`src/rtl/rdcal_pkg.sv`:
```
package rdcal_pkg;
  typedef enum logic [2:0] {
    ST_IDLE,
    ST_REQ,
    ST_RECV,
    ST_SCAN,
    ST_PICK
  } cal_state_e;

  localparam logic [31:0] TEST_WORD = 32'hA5FF005A;

  function automatic logic [7:0] ref_byte(input logic [1:0] lane);
    return TEST_WORD[lane*8 +: 8];
  endfunction
endpackage

```
`src/rtl/rdcal_burst_cmp.sv`:
```
module rdcal_burst_cmp #(
  parameter int BURST_LEN = 8
) (
  input  logic       clk,
  input  logic       rst_n,
  input  logic       clr_i,
  input  logic       fire_i,
  input  logic [7:0] data_i,
  output logic       last_o,
  output logic       pass_o
);
  import rdcal_pkg::*;
  localparam int BW = (BURST_LEN > 4) ? $clog2(BURST_LEN) : 2;

  logic [BW-1:0] beat_q, beat_n;
  logic          bad_q, bad_n;
  logic          byte_ok;

  assign byte_ok = (data_i == ref_byte(beat_q[1:0]));
  assign last_o  = fire_i && (beat_q == BW'(BURST_LEN - 1));
  assign pass_o  = !bad_q && byte_ok;

  always_comb begin
    beat_n = beat_q;
    bad_n  = bad_q;
    if (clr_i) begin
      beat_n = '0;
      bad_n  = 1'b0;
    end else if (fire_i) begin
      beat_n = beat_q + BW'(1);
      bad_n  = bad_q | !byte_ok;
    end
  end

  always_ff @(posedge clk or negedge rst_n) begin
    if (!rst_n) begin
      beat_q <= '0;
      bad_q  <= 1'b0;
    end else begin
      beat_q <= beat_n;
      bad_q  <= bad_n;
    end
  end
endmodule

```
`src/rtl/rdcal_run_scan.sv`:
```
module rdcal_run_scan #(
  parameter int CNTW = 5
) (
  input  logic            clk,
  input  logic            rst_n,
  input  logic            clr_i,
  input  logic            step_i,
  input  logic            bit_i,
  input  logic [CNTW-1:0] idx_i,
  output logic [CNTW-1:0] run_o,
  output logic [CNTW-1:0] max_o,
  output logic [CNTW-1:0] end_o
);
  logic [CNTW-1:0] run_q, run_n, max_q, max_n, end_q, end_n;

  always_comb begin
    run_n = run_q;
    max_n = max_q;
    end_n = end_q;
    if (clr_i) begin
      run_n = '0;
      max_n = '0;
      end_n = '0;
    end else if (step_i) begin
      if (bit_i) begin
        run_n = run_q + CNTW'(1);
      end else begin
        if (run_q > max_q) begin
          max_n = run_q;
          end_n = idx_i - CNTW'(1);
        end
        run_n = '0;
      end
    end
  end

  always_ff @(posedge clk or negedge rst_n) begin
    if (!rst_n) begin
      run_q <= '0;
      max_q <= '0;
      end_q <= '0;
    end else begin
      run_q <= run_n;
      max_q <= max_n;
      end_q <= end_n;
    end
  end

  assign run_o = run_q;
  assign max_o = max_q;
  assign end_o = end_q;
endmodule

```
`src/rtl/rdcal_pick.sv`:
```
module rdcal_pick #(
  parameter int CNTW = 5,
  parameter int IDXW = 4
) (
  input  logic            dbl_i,
  input  logic [CNTW-1:0] cnt_i,
  input  logic [IDXW-1:0] dflt_i,
  input  logic [CNTW-1:0] run_i,
  input  logic [CNTW-1:0] max_i,
  input  logic [CNTW-1:0] end_i,
  output logic [IDXW-1:0] idx_o,
  output logic            fail_o
);
  logic [CNTW-1:0] len, endp, pick;

  assign len  = (run_i > max_i) ? run_i : max_i;
  assign endp = (run_i == cnt_i) ? cnt_i : end_i;

  always_comb begin
    pick   = '0;
    fail_o = 1'b0;
    if (dbl_i) begin
      if (len <= CNTW'(2) || len >= CNTW'(6)) begin
        fail_o = 1'b1;
      end else if (len <= CNTW'(4)) begin
        pick = endp - CNTW'(1);
      end else begin
        pick = endp - CNTW'(2);
      end
    end else begin
      if (len <= CNTW'(2) || len >= CNTW'(5)) begin
        fail_o = 1'b1;
      end else begin
        pick = endp - (len >> 1);
      end
    end
    idx_o = fail_o ? dflt_i : pick[IDXW-1:0];
  end
endmodule

```
`src/rtl/rdcal_engine.sv`:
```
module rdcal_engine #(
  parameter int MAX_CAND  = 16,
  parameter int BURST_LEN = 8,
  localparam int IDXW = $clog2(MAX_CAND),
  localparam int CNTW = $clog2(MAX_CAND + 1)
) (
  input  logic            clk,
  input  logic            rst_n,
  input  logic            start_i,
  input  logic            dbl_rate_i,
  input  logic [CNTW-1:0] cand_cnt_i,
  input  logic [IDXW-1:0] dflt_idx_i,
  output logic            rd_req_o,
  output logic [IDXW-1:0] trial_idx_o,
  input  logic            rd_valid_i,
  input  logic [7:0]      rd_data_i,
  output logic            rd_ready_o,
  output logic            busy_o,
  output logic            done_o,
  output logic [IDXW-1:0] sel_idx_o,
  output logic            fail_o
);
  import rdcal_pkg::*;

  cal_state_e          state_q, state_n;
  logic [IDXW-1:0]     cand_q, cand_n, scan_q, scan_n;
  logic [MAX_CAND-1:0] pass_q, pass_n;
  logic [IDXW-1:0]     sel_q, sel_n;
  logic                fail_q, fail_n, done_q, done_n;

  logic            sweep_go, fire, beat_last, cmp_pass;
  logic            cand_last, scan_last;
  logic [CNTW-1:0] run_w, max_w, end_w;
  logic [IDXW-1:0] pick_idx;
  logic            pick_fail;

  assign sweep_go  = (state_q == ST_IDLE) && start_i;
  assign fire      = (state_q == ST_RECV) && rd_valid_i;
  assign cand_last = ({1'b0, cand_q} == cand_cnt_i - CNTW'(1));
  assign scan_last = ({1'b0, scan_q} == cand_cnt_i - CNTW'(1));

  rdcal_burst_cmp #(.BURST_LEN(BURST_LEN)) u_cmp (
    .clk(clk), .rst_n(rst_n), .clr_i(state_q == ST_REQ), .fire_i(fire),
    .data_i(rd_data_i), .last_o(beat_last), .pass_o(cmp_pass)
  );

  rdcal_run_scan #(.CNTW(CNTW)) u_scan (
    .clk(clk), .rst_n(rst_n), .clr_i(sweep_go), .step_i(state_q == ST_SCAN),
    .bit_i(pass_q[scan_q]), .idx_i({1'b0, scan_q}),
    .run_o(run_w), .max_o(max_w), .end_o(end_w)
  );

  rdcal_pick #(.CNTW(CNTW), .IDXW(IDXW)) u_pick (
    .dbl_i(dbl_rate_i), .cnt_i(cand_cnt_i), .dflt_i(dflt_idx_i),
    .run_i(run_w), .max_i(max_w), .end_i(end_w),
    .idx_o(pick_idx), .fail_o(pick_fail)
  );

  for (genvar g = 0; g < MAX_CAND; g++) begin : g_pass
    assign pass_n[g] = sweep_go ? 1'b0 :
                       (beat_last && cand_q == IDXW'(g)) ? cmp_pass : pass_q[g];
  end

  always_comb begin
    state_n = state_q;
    cand_n  = cand_q;
    scan_n  = scan_q;
    sel_n   = sel_q;
    fail_n  = fail_q;
    done_n  = 1'b0;
    case (state_q)
      ST_IDLE: if (start_i) begin
        state_n = ST_REQ;
        cand_n  = '0;
      end
      ST_REQ:  state_n = ST_RECV;
      ST_RECV: if (beat_last) begin
        if (cand_last) begin
          state_n = ST_SCAN;
          scan_n  = '0;
        end else begin
          cand_n  = cand_q + IDXW'(1);
          state_n = ST_REQ;
        end
      end
      ST_SCAN: if (scan_last) state_n = ST_PICK;
               else scan_n = scan_q + IDXW'(1);
      ST_PICK: begin
        sel_n   = pick_idx;
        fail_n  = pick_fail;
        done_n  = 1'b1;
        state_n = ST_IDLE;
      end
      default: state_n = ST_IDLE;
    endcase
  end

  always_ff @(posedge clk or negedge rst_n) begin
    if (!rst_n) begin
      state_q <= ST_IDLE;
      cand_q  <= '0;
      scan_q  <= '0;
      pass_q  <= '0;
      sel_q   <= '0;
      fail_q  <= 1'b0;
      done_q  <= 1'b0;
    end else begin
      state_q <= state_n;
      cand_q  <= cand_n;
      scan_q  <= scan_n;
      pass_q  <= pass_n;
      sel_q   <= sel_n;
      fail_q  <= fail_n;
      done_q  <= done_n;
    end
  end

  assign rd_req_o    = (state_q == ST_REQ);
  assign rd_ready_o  = (state_q == ST_RECV);
  assign trial_idx_o = cand_q;
  assign busy_o      = (state_q != ST_IDLE);
  assign done_o      = done_q;
  assign sel_idx_o   = sel_q;
  assign fail_o      = fail_q;
endmodule

```
`config.mk`:
```
export PLATFORM = sky130hd
export DESIGN_NAME = rdcal_engine
export DESIGN_NICKNAME = d
export VERILOG_FILES = /design/src/rtl/rdcal_pkg.sv /design/src/rtl/rdcal_burst_cmp.sv /design/src/rtl/rdcal_run_scan.sv /design/src/rtl/rdcal_pick.sv /design/src/rtl/rdcal_engine.sv
export SDC_FILE = /design/constraint.sdc
export NUM_CORES = 1
export LEC_CHECK = 0
export BUFFER_PORTS_ARGS = -buffer_cell sky130_fd_sc_hd__buf_2
export CELL_PAD_IN_SITES_DETAIL_PLACEMENT = 1
export CELL_PAD_IN_SITES_GLOBAL_PLACEMENT = 1
export CORE_ASPECT_RATIO = 1.2
export CORE_MARGIN = 1
export CORE_UTILIZATION = 51
export CTS_BUF_LIST = sky130_fd_sc_hd__clkbuf_8
export CTS_CLUSTER_DIAMETER = 30
export DETAILED_ROUTE_END_ITERATION = 8
export HOLD_SLACK_MARGIN = 0.05
export PLACE_DENSITY_LB_ADDON = 0.1
export SYNTH_ARGS = -nofsm -noshare
export SYNTH_HDL_FRONTEND = slang
export SYNTH_SLANG_ARGS = --single-unit
```
`constraint.sdc`:
```
create_clock -name clk -period 8.2 [get_ports clk]
set_clock_uncertainty 0.15 [all_clocks]
set_input_delay 1.64 -clock clk [delete_from_list [all_inputs] [get_ports clk]]
set_output_delay 1.64 -clock clk [all_outputs]
set_load 0.02 [all_outputs]
```
After elaboration in Yosys (flattened, before gate mapping). Index checks and enable logic that the tools add are counted.

Add/subtract/negate cells: 9. Order comparisons: 6. Eq/ne operators: 31. Shift-type cells: 1. Multiplexer cells: 72. Bitwise operators: 1. Reduce and logical (&&, ||, !) cells: 53.

Operators with widths (number): 2-to-1 mux 4 bit (16); nonzero test 2 bit (21); 2-to-1 mux 1 bit (39); 2-to-1 mux 5 bit (7); == test 4 bit, second input constant (8); indexed part select 32 x 6 -> 8 bit, first input constant (1); logical AND 1 bit (20); == test 4 x 3 -> 1 bit, second input constant (4); one-hot mux 4 bit (2 select lines) (2); 2-to-1 mux 3 bit (5); one-hot mux 3 bit (4 select lines) (1); == test 4 x 5 -> 1 bit (2); >= comparator 5 x 3 -> 1 bit, second input constant (2); inequality test 2 bit, second input constant (5); adder 4 x 1 -> 4 bit, second input constant (2); == test 4 x 2 -> 1 bit, second input constant (2); == test 8 bit (1); AND reduction 4 bit (2); subtractor 4 x 1 -> 4 bit, second input constant (2); == test 3 x 2 -> 1 bit, second input constant (2); == test 3 bit, second input constant (2); AND reduction 3 bit (2); adder 5 x 1 -> 5 bit, second input constant (1); == test 5 bit (1); 20 further kinds (23).

Bits in registers: 51. Bits of input ports: 22. Output and inout port bits: 13. Word-level logic and storage cells: 200.

Logic depth before layout (Yosys ltp). Gate-level depths: netlist of the first run.

Depth after elaboration: 7. Gate-level depth with buffers: 16. Gate-level depth less buffers: 14.

Cells and area by module. A second synthesis of the first run with hierarchy kept.

Cell total of the unflattened synthesis: 447. Area total of the unflattened synthesis: 4111.4 um^2.

Modules (own cells, without submodules): rdcal_engine (instances 1, cells an instance 213, area each 2052.0 um^2, sequential area each 825.8 um^2); rdcal_run_scan (instances 1, cells an instance 102, area each 980.9 um^2, sequential area each 375.4 um^2); rdcal_pick (instances 1, cells an instance 103, area each 794.5 um^2, sequential area each 0.0 um^2); rdcal_burst_cmp (instances 1, cells an instance 29, area each 284.0 um^2, sequential area each 100.1 um^2).

Worst setup path before layout of the first run. Ideal clock, no wire load.

Kind: input to register. From: input cand_cnt_i[0]. To: register sel_q[3], in the netlist sel_idx_o[3]. Setup time: 142 ps. Arrival time: 3583 ps. Data required time: 7908 ps. Path slack: 4325 ps. Stages on the path: 12. Path buffers: 1. Cells stage by stage: buf_2 xor2_1 nor3_2 nand3_2 mux2i_1 inv_1 ha_1 nand2_1 o21ai_0 xnor3_1 a22oi_1 a31oi_1.

Cells in the longest elaborated chain, start to end: 7. Elaborated cells on any way between the ends: 10. Those cells by class: add/sub: 3; eq/ne: 1; mux: 6.

Ends and longest elaborated chain: from (decl) (RTL line rdcal_engine.sv:11) `input logic [CNTW-1:0] cand_cnt_i,`; == test 5 bit (RTL line rdcal_pick.sv:17) `assign endp = (run_i == cnt_i) ? cnt_i : end_i;`; 2-to-1 mux 4 bit (*) (RTL line rdcal_pick.sv:17); subtractor 4 x 2 -> 4 bit or subtractor 4 x 1 -> 4 bit (tied branches) (RTL line rdcal_pick.sv:28, rdcal_pick.sv:26); 2-to-1 mux 4 bit (RTL line rdcal_pick.sv:25) `end else if (len <= CNTW'(4)) begin`; 2-to-1 mux 4 bit (RTL line rdcal_pick.sv:23) `if (len <= CNTW'(2) || len >= CNTW'(6)) begin`; 2-to-1 mux 4 bit (*) (RTL line rdcal_pick.sv:22) `if (dbl_i) begin`; 2-to-1 mux 4 bit (*) (RTL line rdcal_pick.sv:37) `idx_o = fail_o ? dflt_i : pick[IDXW-1:0];`; to (signal assigned) (RTL line rdcal_engine.sv:112) `sel_q <= sel_n;`; to (decl) (RTL line rdcal_engine.sv:28) `logic [IDXW-1:0] sel_q, sel_n;`.

Every way passes the cells marked *; elsewhere a longest branch is shown, timed or not. A chain may end at the register's enable or synchronous reset.

Final worst setup path of the first run. Same ends and word-level chain as after synthesis.

==> impl_metrics.ini, run 1 <==
[worst_setup_path]
start_kind = primary input
path_class = primary input to flop
crit_path_end_kind = flop
crit_buf_inv = 2
worst_path_largest_cell_delay_ns = 0.40
crit_fanout = 6
critical-path-top-delay-family = simple AND/OR/NAND/NOR gates
cp.required_ns = 8.23
cp_slowest_cell = mux2i_1
crit_arrival_ns = 3.89
cp_cell_sequence = buf_2 -> xor2_1 -> nor3_2 -> nand3_2 -> mux2i_1 -> inv_1 -> ha_1 -> nand2_1 -> o21ai_0 -> xnor3_1 -> a22oi_1 -> a31oi_1

[synthesis]
synthFlopType = dfrtp_1
yosys.area.top_type = dfrtp_1
synthTopCellsByCount = 51 x dfrtp_1, 33 x nand2_1, 29 x a21oi_1
avgSynthCellArea_um2 = 9.06
syn-num-nets = 438
ys_types = 56
postSynthCellCount = 392
netlist_area_um2 = 3550
yosysSeqAreaShare_pct = 35.9
yosys-top-cells-area = dfrtp_1 36%, ha_1 8.1%, a21oi_1 4.1%, nand2_1 3.5%, o21ai_0 3.4%
yosys.area.top_type_share_pct = 35.9
ys_async_sr_fraction_pct = 100
yosysWarnings = 0
synth_most_common_cell = dfrtp_1
synth-edff-count = 0
synth-seq-cells = 51

[finish]
seqCellArea_um2 = 1280
multi_input_area_um2 = 2100
n_antenna_cell = 0
post-route-util_pct = 58.9
final_layout_size_suffix_gt1_share_pct = 15.3
area_delta_synth_final_pct = 8.84
final_nets = 458
fillers = 797

[die]
die_w_um = 78.2
die_h_um = 93.4
floorplan.initialDensity_pct = 54.1
ios = 35
coreArea_um2 = 6570
die_area_um2 = 7310
rows = 32

[timing]
tightest_slew_ns = 0.810
post-route-min-period_ns = 3.85
slew_headroom_pct = 46.0
rsz0062_at_grt = false
fin_tns_setup_ns = 0
hold_viol = 0
final-max-slew-violation-count = 0
fmax_ghz = 0.260
post-route-period-util_pct = 47.0
fin_ws_ns = 4.35
setup_viol = 0

[pwr]
switching_share_pct = 41.3
clock_power_share_pct = 20.4
p_sw_mw = 0.425
peakVddDrop_v = 0.000150
finalPower_mw = 1.03
p_int_mw = 0.604
p_per_area_nw_per_um2 = 266
sequentialPowerShare_pct = 36.8
pwr-share-comb_pct = 42.8
p_leak_nw = 1.75

[placed_design]
port_buffers = 34
place.gp.congestion = 0.833
dpl_worst_slack_ns = 3.99
place_hpwl_um = 6520

[clock_network]
clock_sinks = 51
cts_hold_buf = 0
cts_setup_buffers = 0
cts_buffer_depth = 2
h-tree-depth = 2
cts_root_buf = clkbuf_8
clk_latency_ns = 0.31
cts_resized = 0
cts_tree = yes
cts_buffers = 5
clkTransAtPathRegs_ns = 0.10

[detailed_routing]
drt_iter0_markers = 101
wire_per_inst_um = 17.9
viasPerCell = 6.00
totalWireLength_um = 8930
drcViolationCount = 0
dr.pass1.iters = 4
ant_nets = 0
vias = 2986

[global_route]
grt_max_degree = 52
track_usage_pct = 27.5
antenna_found_initial = 0
grt_overflow_total = 0
grt_pass1_vias = 3233
grt_pass1_wl_um = 15600

[status]
outcome = completed

[hold_path]
holdCritPathClass = flop to flop

[flow_run]
drv_cap = 0
## registers in the layout, summed over array words and instances, names as in the netlist
| signal | count |
|---|---|
| scan_q | 4 |
| state_q | 3 |
| trial_idx_o | 4 |
| u_cmp.bad_q | 1 |
| u_scan.run_o | 5 |
| pass_q | 16 |
| u_cmp.beat_q | 3 |
| fail_o | 1 |
| u_scan.end_o | 4 |
| sel_idx_o | 4 |
| done_o | 1 |
| u_scan.max_o | 5 |
## kinds of logic after synthesis
| family | Yosys count | share of synthesized area, % |
|---|---|---|
| flip-flops | 51 | 35.9 |
| AO/OA/AOI/OAI | 102 | 17.8 |
| AND/OR/NAND/NOR | 129 | 18.9 |
| adder cells (fa/ha/maj) | 24 | 8.66 |
| XOR/XNOR | 24 | 6.30 |
| multiplexers | 19 | 7.32 |
| buffers and inverters | 43 | 5.11 |
## cell type report
cell class / count / area share (%)
Timing Repair Buffer: 35 / 4.59
Clock inverter: 3 / 1.65
Multi-Input combinational cell: 298 / 54.2
Clock buffer: 5 / 1.78
Tap cell: 85 / 2.75
Inverter: 21 / 2.04
Sequential cell: 51 / 33.0
## worst register-to-register path: stages, from the launching register on
cell and delay, ns:
dfrtp_1 0.62, ha_1 0.31, and3_1 0.21, nand3_1 0.16
a21boi_4 0.44, o21ai_0 0.24, ha_1 0.26, fa_1 0.50
inv_1 0.04, a222oi_1 0.31, a21oi_1 0.13
## cell usage in the layout (no fill, tap or decap), drive strengths merged, types with 3 or more instances in the layout
master	Yosys	layout
o31ai	6	6
nand3	12	12
a21oi	30	30
xor2	12	12
inv	21	22
and2	9	9
nor2b	4	4
or4	6	6
a21boi	3	3
xnor2	11	11
nor2	27	27
clkbuf	15	5
and3	7	7
mux2	6	6
a21o	4	4
buf	7	35
dfrtp	51	51
or3	13	13
a22o	4	4
nor3	6	6
mux4	5	5
mux2i	8	8
nand2	33	33
o21ai	40	40
nand2b	6	6
ha	23	23
## power by group through the flow
stage / sequential, mW / combinational (mW) / clock [mW]
5_1_grt: 0.388 / 0.499 / 0.221
2_1_floorplan: 0.346 / 0.369 / 0
3_5_place_dp: 0.384 / 0.440 / 0
4_1_cts: 0.379 / 0.445 / 0.214
6_report: 0.379 / 0.440 / 0.209
3_3_place_gp: 0.384 / 0.419 / 0
## layer usage
layer	share of wire, %	GRT usage (%)
met1	42	31.6
met2	53	51.6
met3	2.0	3.12
met4	2.3	10.5
met5	0	0
## metrics by stage
| step | hold slack [ns] | std cells | area (um^2) |
|---|---|---|---|
| floorplan | 0.300 | 392 | 3550 |
| global placement | 0.322 | 490 | 3730 |
| detailed placement | 0.334 | 490 | 3730 |
| CTS | 0.357 | 498 | 3870 |
| global route | 0.384 | 498 | 3870 |
| finish | 0.353 | 498 | 3870 |
## final timing paths
path / startpoint / endpoint / slack, ns / cells past startpoint
min in group asynchronous: rst_n / u_scan.run_o[0] / 1.30 / 2
min reg2reg: u_scan.end_o[2] / u_scan.end_o[2] / 0.35 / 2
min: u_scan.end_o[2] / u_scan.end_o[2] / 0.35 / 2
max reg2reg: u_scan.run_o[2] / sel_idx_o[1] / 4.71 / 10
max in group asynchronous: rst_n / pass_q[13] / 6.16 / 2
max: cand_cnt_i[0] / sel_idx_o[3] / 4.35 / 12
Power figures use the tool's default switching activity.
==> run 2, diff against run 1 <==
- CORE_UTILIZATION: 51 -> 43
- clock period: 8.2 -> 3.2 ns (I/O delays scaled with it)
==> run 2 against run 1 <==
Net effect: wire length increased by 4.4%; via count decreased by 0.27%; critical path type is now flop to flop; largest cell class unchanged; combinational power rose to 2.7 times the previous value; sequential power grew to 2.6 times the previous value; cell area rose by 2.7%.
==> impl_metrics.ini, run 2 (synthesis gave the netlist of run 1 again) <==
[finish]
postLayoutCellArea_um2 = 3970
largest_reg_flops = 16
post-route-util_pct = 50.6
layout_common_cells = 51 x dfrtp_1, 34 x buf_2, 33 x nand2_1, 29 x a21oi_1, 26 x nor2_1
layout_commonest_cell = dfrtp_1
top_register = pass_q
final_nets = 470
instances_no_fill = 517
final_layout_size_suffix_gt1_share_pct = 17.9
n_antenna_cell = 0
area_delta_synth_final_pct = 11.7

[detailed_routing]
viasPerCell = 5.76
drt_iter0_markers = 84
dr.pass1.iters = 4
wire_per_inst_um = 18.0
vias = 2978
drcViolationCount = 0
ant_nets = 0
totalWireLength_um = 9320

[clock_network]
cts_buffer_depth = 2
h-tree-depth = 2
clk_latency_ns = 0.31
cts_root_buf = clkbuf_8
clock_sinks = 51
cts_tree = yes
clkTransAtPathRegs_ns = 0.11
cts_buffers = 5

[die]
die_area_um2 = 8630
coreArea_um2 = 7840
ios = 35
die_h_um = 102
die_w_um = 85.0
rows = 35
floorplan.initialDensity_pct = 45.3

[timing]
post-route-min-period_ns = 3.00
tightest_slew_ns = 0.708
slew_headroom_pct = 52.8
hold_ws_ns = 0.160
setup_viol = 0
final-max-slew-violation-count = 0
fmax_ghz = 0.333
post-route-period-util_pct = 93.8
fin_ws_ns = 0.200
hold_viol = 0
fin_tns_setup_ns = 0

[worst_setup_path]
cp_slowest_cell = fa_1
critical-path-top-delay-family = adder cells
worst_path_largest_cell_delay_ns = 0.51
start_kind = flop
crit_arrival_ns = 3.03
crit_buf_inv = 2
cp_cell_sequence = inv_1 -> ha_1 -> and3_1 -> nand3_1 -> a21boi_4 -> o21ai_0 -> ha_1 -> fa_1 -> inv_1 -> a222oi_1 -> a21oi_1
r2r_cells = 11
cp.required_ns = 3.23
crit_fanout = 11
path_class = flop to flop
regToRegSetupSlack_ns = 0.20
crit_path_end_kind = flop
cp-startpoint = u_scan.max_o[3]
r2r-start = u_scan.max_o[3]
reg2reg_to = sel_idx_o[1]

[pwr]
p_leak_nw = 1.81
switching_share_pct = 41.0
finalPower_mw = 2.69
pwr-share-comb_pct = 43.5
p_per_area_nw_per_um2 = 677
peakVddDrop_v = 0.000263
clock_power_share_pct = 20.4
p_int_mw = 1.59
sequentialPowerShare_pct = 36.1
p_sw_mw = 1.10

[placed_design]
dpl_cell_area_um2 = 3810
placedCellCount = 506
dpl_worst_slack_ns = 0.0624
place.gp.congestion = 0.852
place_hpwl_um = 6890
port_buffers = 34

[hold_path]
holdCritPathClass = primary input to async pin

[global_route]
grtUsageMet1_pct = 29.3
grt_overflow_total = 0
antenna_found_initial = 0
grtUsageMet3_pct = 2.36
grt_pass1_vias = 3192
grt_max_degree = 25
grt_pass1_wl_um = 16000
grt.met2_usage_pct = 43.2
top_usage_layer = met2
track_usage_pct = 23.6

[flow_run]
drv_cap = 0

[status]
outcome = completed
run 2: changes by cell type in the layout (fill, tap and decap cells not counted), sizes merged:
cell / previous run / this run
buf: 35 / 47
clkinvlp: 0 / 1
inv: 22 / 21
run 2: worst max path at each step:
stage | to | slack [ns] | cells after the start
global route | sel_idx_o[1] | -0.003 | 11
detailed placement | sel_idx_o[3] | 0.06 | 11
finish | sel_idx_o[1] | 0.20 | 11
global placement | sel_idx_o[3] | 0.14 | 11
floorplan | sel_idx_o[3] | 0.33 | 12
CTS | sel_idx_o[1] | 0.13 | 11
run 2: power by group through the flow:
stage / logic (mW) / clock network, mW / registers [mW]
floorplan: 0.944 / 0 / 0.887
global placement: 1.10 / 0 / 0.982
detailed placement: 1.15 / 0 / 0.986
CTS: 1.16 / 0.565 / 0.974
global route: 1.31 / 0.583 / 0.999
finish: 1.17 / 0.548 / 0.971
run 2: layout make-up:
type / instances / area [um^2]
Fill cell: 950 / 3870
Multi-Input combinational cell: 298 / 2100
Sequential cell: 51 / 1280
Timing Repair Buffer: 47 / 268
Tap cell: 92 / 115
Inverter: 21 / 78.8
Clock buffer: 5 / 68.8
Clock inverter: 3 / 67.6
run 2: routing by layer:
layer | share of wire (%) | vias to the layer above
li1 | - | 1449
met1 | 44 | 1485
met5 | 0 | -
met3 | 1.7 | 10
met2 | 53 | 34
met4 | 1.4 | 0
run 2: timing repair:
action,in CTS,in global routing
setup endpoints to repair,0,3
gates resized for setup,0,0
setup buffers,0,3
hold buffers,0,0
